File: src/rtl/i2c_am_pkg.sv
package i2c_am_pkg;

    typedef enum logic [2:0] {
        MODE_IDLE = 3'd0,
        MODE_MTX  = 3'd1,
        MODE_MRX  = 3'd2,
        MODE_STX  = 3'd3,
        MODE_SRX  = 3'd4
    } am_mode_e;

    typedef struct packed {
        logic own;
        logic gc;
    } am_hit_t;

    typedef struct packed {
        logic match;
        logic own;
        logic gc;
        logic rw;
        logic ack;
    } am_result_t;

    localparam am_result_t AM_RESULT_NONE = '{match: 1'b0, own: 1'b0, gc: 1'b0, rw: 1'b0, ack: 1'b0};

    function automatic logic is_rx_mode(am_mode_e m);
        return (m == MODE_MRX) || (m == MODE_SRX);
    endfunction

endpackage

File: src/rtl/i2c_am_cfg.sv
module i2c_am_cfg #(
    parameter int          ADDR_W  = 7,
    parameter logic [ADDR_W-1:0] RST_OWN = '1,
    parameter logic        RST_GCE = 1'b0,
    localparam int         BYTE_W  = ADDR_W + 1
) (
    input  logic              clk,
    input  logic              rst,
    input  logic              we,
    input  logic [BYTE_W-1:0] wdata,
    output logic [ADDR_W-1:0] own_q,
    output logic              gce_q
);

    always_ff @(posedge clk) begin
        if (rst) begin
            own_q <= RST_OWN;
            gce_q <= RST_GCE;
        end else if (we) begin
            own_q <= wdata[BYTE_W-1:1];
            gce_q <= wdata[0];
        end
    end

endmodule

File: src/rtl/i2c_am_cmp.sv
module i2c_am_cmp
    import i2c_am_pkg::*;
#(
    parameter int  ADDR_W = 7,
    localparam int BYTE_W = ADDR_W + 1
) (
    input  logic [BYTE_W-1:0] rx_byte,
    input  logic [ADDR_W-1:0] own_addr,
    input  logic              gce,
    output am_hit_t           hit
);

    logic [ADDR_W-1:0] eq_bit;
    logic [ADDR_W-1:0] zero_bit;

    for (genvar i = 0; i < ADDR_W; i++) begin : g_bit
        assign eq_bit[i]   = ~(rx_byte[i+1] ^ own_addr[i]);
        assign zero_bit[i] = ~rx_byte[i+1];
    end

    always_comb begin
        hit.own = &eq_bit;
        hit.gc  = gce & (&zero_bit) & ~rx_byte[0];
    end

endmodule

File: src/rtl/i2c_am_ack.sv
module i2c_am_ack
    import i2c_am_pkg::*;
(
    input  logic       clk,
    input  logic       rst,
    input  logic       addr_stb,
    input  logic       data_stb,
    input  logic       ack_en,
    input  am_mode_e   mode,
    input  am_hit_t    hit,
    input  logic       rw,
    output am_result_t res_q
);

    am_result_t res_d;

    always_comb begin
        res_d = AM_RESULT_NONE;
        if (addr_stb) begin
            if (ack_en && (hit.own || hit.gc)) begin
                res_d.match = 1'b1;
                res_d.own   = hit.own;
                res_d.gc    = hit.gc;
                res_d.rw    = rw;
                res_d.ack   = 1'b1;
            end
        end else if (data_stb) begin
            res_d.ack = ack_en && is_rx_mode(mode);
        end
    end

    always_ff @(posedge clk) begin
        if (rst) res_q <= AM_RESULT_NONE;
        else     res_q <= res_d;
    end

endmodule

File: src/rtl/i2c_addr_match.sv
module i2c_addr_match
    import i2c_am_pkg::*;
#(
    parameter int  ADDR_W  = 7,
    parameter logic [ADDR_W-1:0] RST_OWN = '1,
    parameter logic RST_GCE = 1'b0,
    localparam int BYTE_W  = ADDR_W + 1
) (
    input  logic              clk,
    input  logic              rst,
    input  logic              cfg_we,
    input  logic [BYTE_W-1:0] cfg_wdata,
    input  logic              ack_en_i,
    input  logic [2:0]        mode_i,
    input  logic              addr_stb_i,
    input  logic              data_stb_i,
    input  logic [BYTE_W-1:0] rx_byte_i,
    output logic              match_o,
    output logic              own_hit_o,
    output logic              gc_hit_o,
    output logic              rw_o,
    output logic              ack_o
);

    logic [ADDR_W-1:0] own_q;
    logic              gce_q;
    am_hit_t           hit;
    am_result_t        res_q;

    i2c_am_cfg #(
        .ADDR_W (ADDR_W),
        .RST_OWN(RST_OWN),
        .RST_GCE(RST_GCE)
    ) u_cfg (
        .clk  (clk),
        .rst  (rst),
        .we   (cfg_we),
        .wdata(cfg_wdata),
        .own_q(own_q),
        .gce_q(gce_q)
    );

    i2c_am_cmp #(
        .ADDR_W(ADDR_W)
    ) u_cmp (
        .rx_byte (rx_byte_i),
        .own_addr(own_q),
        .gce     (gce_q),
        .hit     (hit)
    );

    i2c_am_ack u_ack (
        .clk     (clk),
        .rst     (rst),
        .addr_stb(addr_stb_i),
        .data_stb(data_stb_i),
        .ack_en  (ack_en_i),
        .mode    (am_mode_e'(mode_i)),
        .hit     (hit),
        .rw      (rx_byte_i[0]),
        .res_q   (res_q)
    );

    assign match_o   = res_q.match;
    assign own_hit_o = res_q.own;
    assign gc_hit_o  = res_q.gc;
    assign rw_o      = res_q.rw;
    assign ack_o     = res_q.ack;

endmodule

File: config.mk
export PLATFORM = sky130hd
export DESIGN_NAME = i2c_addr_match
export DESIGN_NICKNAME = d
export VERILOG_FILES = /design/src/rtl/i2c_am_pkg.sv /design/src/rtl/i2c_am_cfg.sv /design/src/rtl/i2c_am_cmp.sv /design/src/rtl/i2c_am_ack.sv /design/src/rtl/i2c_addr_match.sv
export SDC_FILE = /design/constraint.sdc
export NUM_CORES = 1
export LEC_CHECK = 0
export ABC_AREA = 1
export CAP_MARGIN = 30
export CORE_MARGIN = 2
export CORE_UTILIZATION = 40
export CTS_CLUSTER_DIAMETER = 60
export DETAILED_ROUTE_END_ITERATION = 8
export MAX_ROUTING_LAYER = met4
export PLACE_DENSITY = 0.86
export SYNTH_ARGS = -nofsm -noshare
export SYNTH_HDL_FRONTEND = slang
export SYNTH_SLANG_ARGS = --single-unit
File: constraint.sdc
create_clock -name clk -period 2.4 [get_ports clk]
set_clock_uncertainty 0.1 [all_clocks]
set_input_delay 0.24 -clock clk [delete_from_list [all_inputs] [get_ports clk]]
set_output_delay 0.24 -clock clk [all_outputs]
set_load 0.03 [all_outputs]
* Yosys cells after proc, flatten, opt, wreduce, memory -nomap -nowiden
Index checks and enable logic that the tools add are counted.
** Word-level totals
- Word-level logic and storage cells :: 46
- Register bits :: 13
- Bits in read-only memories :: 0
- Memories kept :: 0
- Output and inout bits :: 5
- Bits of input ports :: 25
- Latch bits :: 0
- Bits in writable memories :: 0
** Operators by class
- Muxes and demuxes :: 3
- Magnitude comparators :: 0
- Div/mod/pow operators :: 0
- Equal/unequal tests :: 2
- Shift operators :: 0
- Reductions and logical operators :: 8
- $add $sub $neg :: 0
- Bitwise gates (word level) :: 26
- Multiply operators :: 0
** Operators by type and width (number)
- 1-bit inverter :: 17
- 7-bit AND reduction :: 2
- 1-bit XOR :: 7
- 5-bit 2-to-1 mux :: 1
- 3-bit by 2-bit equality test with 1-bit output, second input constant :: 1
- 3-bit equality test, second input constant :: 1
- 3-bit OR reduction :: 1
- 1-bit AND :: 2
- 1-bit logical AND :: 2
- 1-bit logical OR :: 2
- 1-bit 2-to-1 mux :: 2
- 2-bit OR reduction :: 1

* Depth between registers and ports, before layout
Gate-level depths: netlist of run 1.
- Depth in word-level cells :: 8
- Gate-level depth with buffers :: 7
- Mapped depth without buffers :: 7

* By module
Synthesis of run 1 repeated with hierarchy kept, for this count alone.
** Second synthesis, totals
- Cells, all modules :: 102
- Area, all modules :: 630.6 um^2
** By module, submodules not included
- i2c_am_cfg :: area an instance 285.3 um^2, sequential area each 160.2 um^2, cells an instance 37, instances 1
- i2c_am_ack :: area an instance 180.2 um^2, sequential area each 100.1 um^2, cells an instance 25, instances 1
- i2c_am_cmp :: area an instance 165.2 um^2, sequential area each 0.0 um^2, cells an instance 40, instances 1

* Worst setup path before layout of run 1
No wires, ideal clock.
- Kind :: register -> register
- Start point :: register u_cfg.own_q[3]
- End point :: register, netlist name u_ack.res_q[1]
- Period minus slack after synthesis :: 0.960 ns
- Data arrival time :: 0.794 ns
- Buffers on the path :: 0
- Slack :: 1.440 ns
- Cell stages (with the launch flop) :: 6
- Setup time :: 0.066 ns
- Data required time :: 2.234 ns
- Path through :: dfxtp_1 -> xnor2_1 -> nand2_1 -> nor2_4 -> nand2_2 -> a21oi_2
** On the way
- Longest elaborated chain between the ends :: 7
** RTL lines
- start: declaration :: RTL line i2c_am_cfg.sv:11 : output logic [ADDR_W-1:0] own_q,
- start signal: assignment :: RTL line i2c_am_cfg.sv:20 : own_q <= wdata[BYTE_W-1:1];
- 1-bit XOR :: RTL line i2c_am_cmp.sv:17 : assign eq_bit[i] = ~(rx_byte[i+1] ^ own_addr[i]);
- 1-bit inverter :: RTL line i2c_am_cmp.sv:17
- 7-bit AND reduction :: RTL line i2c_am_cmp.sv:22 : hit.own = &eq_bit;
- 1-bit logical OR :: RTL line i2c_am_ack.sv:20 : if (ack_en && (hit.own || hit.gc)) begin
- 1-bit logical AND :: RTL line i2c_am_ack.sv:20
- 1-bit inverter (no source line)
- 3-bit OR reduction (no source line)
No other way between the ends.
A chain may end at the register's enable or synchronous reset.

* Worst setup path in the final report of run 1
- Start point :: register, netlist name u_ack.res_q[1]
- End point :: output rw_o
** RTL lines
- end: declaration :: RTL line i2c_addr_match.sv:21 : output logic rw_o,
No word-level cell between the ends.

==> results of run 1 <==
==> cell usage after synthesis <==
cell type,count
sky130_fd_sc_hd__nand3_2,1
sky130_fd_sc_hd__nand2_2,1
sky130_fd_sc_hd__nor3_1,1
sky130_fd_sc_hd__nor2_1,5
sky130_fd_sc_hd__nor3b_1,1
sky130_fd_sc_hd__a21oi_1,4
sky130_fd_sc_hd__clkbuf_1,1
sky130_fd_sc_hd__a21oi_2,1
sky130_fd_sc_hd__nor2_2,1
sky130_fd_sc_hd__inv_2,1
sky130_fd_sc_hd__nor2_4,1
sky130_fd_sc_hd__nand2_1,25
sky130_fd_sc_hd__xnor2_1,4
sky130_fd_sc_hd__o21ai_0,4
sky130_fd_sc_hd__nand4_1,1
sky130_fd_sc_hd__inv_1,12
sky130_fd_sc_hd__dfxtp_1,13
sky130_fd_sc_hd__nand3_1,6
==> sequential cells by signal (all words and copies together), names as in the netlist <==
register and cells:
u_cfg.gce_q 1, u_cfg.own_q 7, u_ack.res_q 5
==> power groups by stage <==
| stage | sequential, W | clock, W | combinational, W |
|---|---|---|---|
| 2_1_floorplan | 0.000235 | 0 | 0.0000378 |
| 3_3_place_gp | 0.000236 | 0 | 0.0000862 |
| 3_5_place_dp | 0.000236 | 0 | 0.0000881 |
| 4_1_cts | 0.000231 | 0.000136 | 0.0000885 |
| 5_1_grt | 0.000232 | 0.000144 | 0.0000980 |
| 6_report | 0.000231 | 0.000132 | 0.0000878 |
==> per-stage QoR <==
| step | hold WS (ns) | util, % | total power, W | worst slack, ns | std cells |
|---|---|---|---|---|---|
| 5_1_grt | 0.392 | 69.2 | 0.000474 | 0.763 | 130 |
| 4_1_cts | 0.378 | 69.2 | 0.000456 | 0.796 | 130 |
| 2_1_floorplan | 0.240 | - | 0.000273 | 1.44 | 83 |
| 6_report | 0.378 | 69.2 | 0.000451 | 0.811 | 130 |
| 3_3_place_gp | 0.355 | 67.3 | 0.000322 | 0.884 | 126 |
| 3_5_place_dp | 0.365 | 67.3 | 0.000324 | 0.877 | 126 |
==> worst min-delay path, stage by stage, from the launching register on <==
cell	delay, ns
sky130_fd_sc_hd__dfxtp_1	0.30
sky130_fd_sc_hd__inv_1	0.07
sky130_fd_sc_hd__a21oi_1	0.06
==> placed cells by master (no fill, tap or decap) <==
cell	n
sky130_fd_sc_hd__clkdlybuf4s50_1	29
sky130_fd_sc_hd__nand2_1	25
sky130_fd_sc_hd__dfxtp_1	13
sky130_fd_sc_hd__inv_1	12
sky130_fd_sc_hd__nand3_1	6
sky130_fd_sc_hd__nor2_1	5
sky130_fd_sc_hd__a21oi_1	4
sky130_fd_sc_hd__o21ai_0	4
sky130_fd_sc_hd__xnor2_1	4
sky130_fd_sc_hd__clkbuf_4	3
sky130_fd_sc_hd__inv_2	1
sky130_fd_sc_hd__nor3b_1	1
sky130_fd_sc_hd__nand4_1	1
sky130_fd_sc_hd__nor2_4	1
sky130_fd_sc_hd__nand3_2	1
sky130_fd_sc_hd__nor2_2	1
sky130_fd_sc_hd__nand2_2	1
sky130_fd_sc_hd__nor3_1	1
sky130_fd_sc_hd__a21oi_2	1
sky130_fd_sc_hd__clkbuf_1	1
==> layer usage <==
metal  up-vias  track usage [%]  part of all wire, %
li1        320                -                    -
met1       271             16.5                   44
met2        13             32.0                   53
met3         0             5.60                  3.8
met4         0             5.63                    0
met5         -                -                    0
==> worst min path at each step <==
stage,start,endpoint,slack [ns]
CTS,u_cfg.gce_q,u_cfg.gce_q,0.38
floorplan,rst,u_cfg.own_q[0],0.24
detailed placement,u_cfg.gce_q,u_cfg.gce_q,0.37
finish,u_cfg.gce_q,u_cfg.gce_q,0.38
global route,u_cfg.gce_q,u_cfg.gce_q,0.39
global placement,u_cfg.gce_q,u_cfg.gce_q,0.36
==> cell type report <==
class / instances / share of cell area, %
Inverter: 13 / 5.28
Sequential cell: 13 / 28.2
Tap cell: 15 / 2.03
Clock buffer: 4 / 2.85
Timing Repair Buffer: 29 / 31.4
Multi-Input combinational cell: 56 / 30.2
==> kinds of logic (layout without fill, tap and decap cells) <==
kind of cell / count (synthesis) / in the layout / share of synthesized area, %
and+or+nand+nor: 43 / 43 / 33.0
buffers and inverters: 14 / 46 / 8.88
DFF: 13 / 13 / 44.0
AOI/OAI and AO/OA: 9 / 9 / 8.25
xor gates and xnor gates: 4 / 4 / 5.92
==> results_dict.tcl, run 1 <==
set metrics [dict create \
    grt_antenna_before_repair 0 \
    core_region_area_sq_mm 0.00133 \
    slowest_stage "sky130_fd_sc_hd__clkdlybuf4s50_1" \
    fill_cells 105 \
    mappedNetlistNets 108 \
    finalHoldViolCount 0 \
    critical_path_launch_point "u_ack.res_q[1]" \
    power.share.sequential_pct 51.3 \
    post_synth_main_area_contributors "sky130_fd_sc_hd__dfxtp_1 (44%), sky130_fd_sc_hd__nand2_1 (16%), sky130_fd_sc_hd__inv_1 (7.6%), sky130_fd_sc_hd__xnor2_1 (5.9%), sky130_fd_sc_hd__nand3_1 (5.1%)" \
    ys_seq_elements 13 \
    die_height_microns 42.5 \
    number_of_cells_on_the_critical_path 1 \
    internal_power_w 0.000342 \
    worst_ep_required_time_ns 2.06 \
    r2r_slack_ns 1.35 \
    stdcell_area_sq_um 923 \
    route.detailed.vias_per_inst 4.65 \
    clkSlewWorstSetupHoldPaths_ns 0.07 \
    critical_path.reg2reg.endpoint "u_ack.res_q[1]" \
    synth_cell_type_count 18 \
    detail_route.first_pass.iterations 4 \
    post-dp-hpwl_mm 1.16 \
    p_sw_share_pct 24.1 \
    postCtsSetupBuffers 0 \
    drc 0 \
    holdPathStages 2 \
    worst_setup_path_end_kind "output pin" \
    die_area_sq_mm 0.00180 \
    count_of_buffers_from_port_buffering 29 \
    grtUsageTotal_pct 17.2 \
    multi_input_area_sq_um 279 \
    yosys_warnings 0 \
    crit_family "buffers and inverters" \
    num_rows 13 \
    syn_avg_cell_area_sq_um 7.13 \
    htreeDepth 1 \
    globalplace.congestion 0.776 \
    final.min_clock_period_ns 1.59 \
    critPathMaxFanout 1 \
    total_leakage_power_nw 0.438 \
    grt_start_max_net_pins 12 \
    most_area_hungry_cell_type_in_the_yosys_netlist "sky130_fd_sc_hd__dfxtp_1" \
    cts_tree "done" \
    io_pins 30 \
    cp.buffers_inverters 1 \
    placed_cell_area_sq_um 897 \
    grt_pass1_vias 606 \
    finalSetupViolCount 0 \
    route.final.wire_length_mm 1.34 \
    clockPowerShare_pct 29.2 \
    worstSetupStartpointType "flip-flop" \
    cts_made_buffers 3 \
    initial_core_util_pct 44.4 \
    worst_slew_margin_rel_pct 79.0 \
    timing.critical_path.to "rw_o" \
    irDropWorstVdd_v 0.000277 \
    clkSinkCount 13 \
    finalNetCount 141 \
    drv.max_cap_violation_count 0 \
    fp.dieW_microns 42.5 \
    synth_cells 83 \
    drtAntennaViolNets 0 \
    drive_above_1_share_pct 7.83 \
    proportion_of_netlist_area_held_by_the_largest_area_contributor_pct 44.0 \
    drt-wirelength-per-cell_microns 10.3 \
    critical-path-max-stage-delay_ns 0.66 \
    finalSetupTns_ns 0 \
    cts-resized-gates 0 \
    synth_sequential_area_ratio_pct 44.0 \
    worstPathCellList "clkdlybuf4s50_1" \
    pins_over_slew_limit 0 \
    netSwitchingPower_w 0.000108 \
    synthesis.area_sq_um 592 \
    grt_overflow_total 0 \
    first_pass_grt_wire_length_mm 2.30 \
    cts_hold_repair.buffers 0 \
    clock_latency_on_the_worst_skew_pair_ns 0.27 \
    first_iter_violations 10 \
    max_freq_ghz 0.629 \
    syn2layout_area_growth_pct 56.0 \
    antenna_cells_inserted 0 \
    final.period_utilization_pct 66.2 \
    critPathKind "flip-flop to output pin" \
    start_of_the_worst_register_to_register_path "u_cfg.own_q[3]" \
    timing_worst_slew_pin_value_ns 0.314 \
    cell_area_power_density_mw_per_mm2 488 \
    area.sequential_sq_um 260 \
    grt_setup_unrepaired "false" \
    worstHoldPathType "flip-flop to flip-flop" \
    run_status "completed" \
    cts_root_buf "sky130_fd_sc_hd__clkbuf_4" \
    arrival_ns 1.25 \
    detailroute.via_count 604 \
    ctsLongestPathBuffers 2 \
    worst_reg2reg_path_length_in_cells 5 \
    combinationalPowerShare_pct 19.5 \
]
Note: power is estimated with default switching activity, not from simulation.
==> run 2, diff against run 1 <==
CORE_UTILIZATION = 34   (was 40)
PLACE_DENSITY = 0.79   (was 0.86)
clock period = 1.45 ns   (was 2.4 ns; I/O delays follow)
==> run 2 against run 1 <==
  * Global-route usage decreased by 1.7 points
  * Sequential power up 65%
  * Via count is 1.2% higher
  * Register-to-register slack got worse by 0.98 ns
  * Non-clock buffer count rose by 2
  * Flip-flop and latch count did not move
  * Total power increased by 69%
  * Highest routed layer is now met4
==> results_dict.tcl, run 2 (same netlist as run 1, synthesis figures left out) <==
set metrics [dict create \
    run_status "completed" \
    worstSetupStartpointType "flip-flop" \
    top_register "u_cfg.own_q" \
    drv.max_cap_violation_count 0 \
    finalSetupTns_ns 0 \
    drtAntennaViolNets 0 \
    drc 0 \
    grt_antenna_before_repair 0 \
    critPathMaxFanout 1 \
    drt-wirelength-per-cell_microns 10.5 \
    route.final.wire_length_mm 1.41 \
    cell_area_power_density_mw_per_mm2 815 \
    pins_over_slew_limit 0 \
    die_area_sq_mm 0.00209 \
    worst_slew_margin_rel_pct 79.8 \
    grtUsageTotal_pct 15.6 \
    worst_ep_required_time_ns 1.21 \
    post-dp-hpwl_mm 1.12 \
    globalplace.congestion 0.818 \
    commonest_non_fill_non_tap_cell_in_the_layout "sky130_fd_sc_hd__nand2_1" \
    cts_tree "done" \
    instances_no_fill 134 \
    max_freq_ghz 0.817 \
    largest_registers_ranked_by_flip_flop_count "u_cfg.own_q (7), u_ack.res_q (5), u_cfg.gce_q (1)" \
    finalHoldViolCount 0 \
    fill_cells 160 \
    worstPathCellList "dlygate4sd2_1" \
    worst_setup_path_end_kind "output pin" \
    cts_made_buffers 3 \
    dpl_worst_slack_ns 0.0923 \
    antenna_cells_inserted 0 \
    cp.buffers_inverters 1 \
    irDropWorstVdd_v 0.000368 \
    final.period_utilization_pct 84.4 \
    clkSlewWorstSetupHoldPaths_ns 0.08 \
    grt_pass1_vias 551 \
    die_height_microns 45.7 \
    total_leakage_power_nw 0.472 \
    grt_setup_unrepaired "false" \
    syn2layout_area_growth_pct 57.9 \
    first_iter_violations 5 \
    drive_above_1_share_pct 9.40 \
    grt_overflow_total 0 \
    num_rows 15 \
    numPlacedInstances 130 \
    first_pass_grt_wire_length_mm 2.10 \
    critical-path-max-stage-delay_ns 0.39 \
    detailroute.via_count 611 \
    arrival_ns 0.98 \
    slowest_stage "sky130_fd_sc_hd__dlygate4sd2_1" \
    fp.dieW_microns 45.7 \
    clkSinkCount 13 \
    finalCoreUtilization_pct 55.3 \
    worstHoldPathType "input port to flip-flop" \
    cts_root_buf "sky130_fd_sc_hd__clkbuf_4" \
    largest_register_ffs 7 \
    r2r_slack_ns 0.37 \
    power.share.sequential_pct 50.1 \
    count_of_buffers_from_port_buffering 29 \
    layout_common_cells "sky130_fd_sc_hd__nand2_1 (25), sky130_fd_sc_hd__clkdlybuf4s50_1 (24), sky130_fd_sc_hd__dfxtp_1 (13), sky130_fd_sc_hd__inv_1 (12), sky130_fd_sc_hd__nand3_1 (6)" \
    combinationalPowerShare_pct 19.9 \
    timing_worst_slew_pin_value_ns 0.304 \
    postCtsSetupBuffers 0 \
    detail_route.first_pass.iterations 3 \
    finalNetCount 143 \
    io_pins 30 \
    p_sw_share_pct 25.2 \
    route.detailed.vias_per_inst 4.56 \
    netSwitchingPower_w 0.000192 \
    ctsLongestPathBuffers 2 \
    finalSetupViolCount 0 \
    post-route-worst-setup-slack_ns 0.226 \
    final.min_clock_period_ns 1.22 \
    clock_latency_on_the_worst_skew_pair_ns 0.28 \
    internal_power_w 0.000570 \
    core_region_area_sq_mm 0.00169 \
    grt_start_max_net_pins 10 \
    htreeDepth 1 \
    initial_core_util_pct 35.0 \
    crit_family "buffers and inverters" \
    critPathKind "flip-flop to output pin" \
    clockPowerShare_pct 30.0 \
]
run 2: cell type report:
type | count | area [sq um] | area share [%]
Multi-Input combinational cell | 56 | 279 | 29.9
Sequential cell | 13 | 260 | 27.8
Tap cell | 17 | 21.3 | 2.28
Timing Repair Buffer | 31 | 299 | 32.0
Inverter | 13 | 48.8 | 5.22
Clock buffer | 4 | 26.3 | 2.81
run 2: worst min-delay path: cells and delay by family:
kind | cells | cell delay [ns]
and+or+nand+nor | 2 | 0.12
buffers and inverters | 1 | 0.39
run 2: final timing paths:
check | from | end | depth (start not counted)
hold reg to reg | u_cfg.gce_q | u_cfg.gce_q | 2
setup reg to reg | u_cfg.own_q[1] | u_ack.res_q[1] | 5
hold / removal | cfg_wdata[4] | u_cfg.own_q[3] | 3
setup / recovery | u_ack.res_q[3] | own_hit_o | 1
run 2: what timing repair did:
action,4_1_cts,5_1_grt
hold buffers,0,0
endpoints found under the hold margin,0,0
endpoints found under the setup margin,5,0
resized for setup,5,0
run 2: stage by stage:
| stage | hold slack (ns) | total power, W | instance area, sq um |
|---|---|---|---|
| after CTS | 0.330 | 0.000764 | 935 |
| after global routing | 0.341 | 0.000795 | 935 |
| final | 0.326 | 0.000762 | 935 |
| after floorplan | 0.145 | 0.000451 | 592 |
| after detailed placement | 0.369 | 0.000541 | 915 |
| after global placement | 0.354 | 0.000537 | 915 |
run 2: power groups by stage:
stage          clock [W]  combinational [W]  sequential [W]
3_5_place_dp           0           0.000151        0.000390
5_1_grt         0.000245           0.000166        0.000384
2_1_floorplan          0          0.0000625        0.000389
3_3_place_gp           0           0.000147        0.000389
6_report        0.000229           0.000152        0.000382
4_1_cts         0.000231           0.000152        0.000382
run 2: routing by layer:
metal / track usage, % / wire length, microns / vias up
met1: 15.7 / 582 / 259
met2: 24.5 / 681 / 22
li1: - / - / 325
met3: 5.16 / 93 / 5
met5: - / 0 / -
met4: 12.0 / 49 / 0
==> run 3, diff against run 2 <==
CORE_UTILIZATION = 38   (was 34)
PLACE_DENSITY = 0.83   (was 0.79)
clock period = 1.2 ns   (was 1.45 ns; I/O delays follow)
==> run 3 against run 2 <==
  * Setup slack worse by 0.19 ns
  * Clock power up 16%
  * Register-to-register slack worse by 0.20 ns
  * Final area up 1.6%
  * Critical endpoint is now ack_o
  * Largest power group unchanged
==> results_dict.tcl, run 3 (same netlist as run 1, synthesis figures left out) <==
set metrics [dict create \
    run_status "completed" \
    largest_registers_ranked_by_flip_flop_count "u_cfg.own_q (7), u_ack.res_q (5), u_cfg.gce_q (1)" \
    drc 0 \
    drv.max_cap_violation_count 0 \
    grt_use_met2_pct 30.1 \
    cts_root_buf "sky130_fd_sc_hd__clkbuf_4" \
    ctsLongestPathBuffers 2 \
    slowest_stage "sky130_fd_sc_hd__clkdlybuf4s15_1" \
    worst_slew_margin_rel_pct 80.1 \
    core_region_area_sq_mm 0.00149 \
    global_route.usage.met1_pct 15.0 \
    first_pass_grt_wire_length_mm 2.17 \
    antenna_cells_inserted 0 \
    post-dp-hpwl_mm 1.14 \
    grt_overflow_total 0 \
    clkSinkCount 13 \
    die_height_microns 43.5 \
    clock_latency_on_the_worst_skew_pair_ns 0.28 \
    globalRoute.busiestLayer "met2" \
    finalCoreUtilization_pct 63.8 \
    htreeDepth 1 \
    pins_over_slew_limit 0 \
    timing_worst_slew_pin_value_ns 0.300 \
    gr-usage-met3_pct 6.25 \
    drive_above_1_share_pct 13.4 \
    grt_pass1_vias 571 \
    cts_tree "done" \
    detailroute.via_count 612 \
    top_register "u_cfg.own_q" \
    route.detailed.vias_per_inst 4.53 \
    critPathKind "flip-flop to output pin" \
    fill_cells 130 \
    instances_no_fill 135 \
    grt_antenna_before_repair 0 \
    num_rows 14 \
    crit_family "buffers and inverters" \
    grt_setup_unrepaired "false" \
    cell_area_power_density_mw_per_mm2 963 \
    finalNetCount 145 \
    commonest_non_fill_non_tap_cell_in_the_layout "sky130_fd_sc_hd__nand2_1" \
    irDropWorstVdd_v 0.000617 \
    grtUsageTotal_pct 16.3 \
    critical-path-max-stage-delay_ns 0.36 \
    cts_made_buffers 3 \
    initial_core_util_pct 39.7 \
    worstHoldPathType "input port to flip-flop" \
    p_total_w 0.000914 \
    count_of_buffers_from_port_buffering 29 \
    finalSetupTns_ns 0 \
    placed_cell_area_sq_um 928 \
    final.min_clock_period_ns 1.17 \
    fp.dieW_microns 43.5 \
    detail_route.first_pass.iterations 4 \
    drt-wirelength-per-cell_microns 10.4 \
    worstPathCellList "clkdlybuf4s15_1" \
    drtAntennaViolNets 0 \
    arrival_ns 0.95 \
    globalplace.congestion 0.776 \
    route.final.wire_length_mm 1.41 \
    worst_setup_path_end_kind "output pin" \
    die_area_sq_mm 0.00189 \
    postCtsSetupBuffers 0 \
    worst_ep_required_time_ns 0.98 \
    cts_hold_repair.buffers 0 \
    final.period_utilization_pct 97.1 \
    r2r_slack_ns 0.17 \
    max_freq_ghz 0.858 \
    first_iter_violations 18 \
    critPathMaxFanout 1 \
    syn2layout_area_growth_pct 60.5 \
    cp.buffers_inverters 1 \
    clkSlewWorstSetupHoldPaths_ns 0.07 \
    numPlacedInstances 131 \
    largest_register_ffs 7 \
    worstSetupStartpointType "flip-flop" \
    total_leakage_power_nw 0.464 \
    stdcell_area_sq_um 950 \
    io_pins 30 \
    grt_start_max_net_pins 11 \
    layout_common_cells "sky130_fd_sc_hd__nand2_1 (25), sky130_fd_sc_hd__clkdlybuf4s50_1 (24), sky130_fd_sc_hd__dfxtp_1 (13), sky130_fd_sc_hd__inv_1 (12), sky130_fd_sc_hd__nand3_1 (6)" \
    finalHoldViolCount 0 \
    finalSetupViolCount 0 \
]
run 3: cell types whose count changed in the layout (fill, tap and decap cells not counted):
cell	previous run	this run
sky130_fd_sc_hd__buf_4	2	4
sky130_fd_sc_hd__clkbuf_2	0	2
sky130_fd_sc_hd__clkdlybuf4s15_1	0	3
sky130_fd_sc_hd__dlygate4sd2_1	5	0
sky130_fd_sc_hd__nor3_1	1	0
sky130_fd_sc_hd__nor3_2	0	1
run 3: final timing paths:
check / endpoint / start / depth (start not counted)
setup / recovery: ack_o / u_ack.res_q[0] / 1
hold / removal: u_cfg.own_q[4] / cfg_wdata[5] / 3
setup reg to reg: u_ack.res_q[1] / u_cfg.own_q[3] / 5
hold reg to reg: u_cfg.gce_q / u_cfg.gce_q / 2
run 3: timing repair:
item	in CTS	in global routing
hold endpoints to repair	0	0
resized for setup	8	5
pin swaps	0	1
endpoints found under the setup margin	5	4
run 3: final cells by class:
| type | instances | area [sq um] | area share, % |
|---|---|---|---|
| multi-input combinational | 56 | 284 | 29.9 |
| sequential | 13 | 260 | 27.4 |
| inverter | 13 | 48.8 | 5.14 |
| clock buffer | 4 | 26.3 | 2.77 |
| tap | 16 | 20.0 | 2.11 |
| timing repair buffer | 33 | 310 | 32.7 |
run 3: per-stage QoR:
stage / setup WS [ns] / hold WS [ns]
6_report: 0.0345 / 0.305
5_1_grt: 0.00128 / 0.325
4_1_cts: 0.000556 / 0.297
3_5_place_dp: -0.185 / 0.347
3_3_place_gp: -0.163 / 0.344
2_1_floorplan: 0.240 / 0.120
run 3: metal layers:
metal	part of all wire (%)	wire (microns)
met5	0	0
met4	1.4	20
met3	6.6	93
met2	50	705
met1	42	587
run 3: power by group:
part	total (W)	switching, W	leakage [nW]	internal, W
clock network	0.000265	0.000136	0.0150	0.000129
registers	0.000461	0.0000109	0.107	0.000451
logic	0.000188	0.0000748	0.342	0.000113
total	0.000914	0.000221	0.464	0.000693
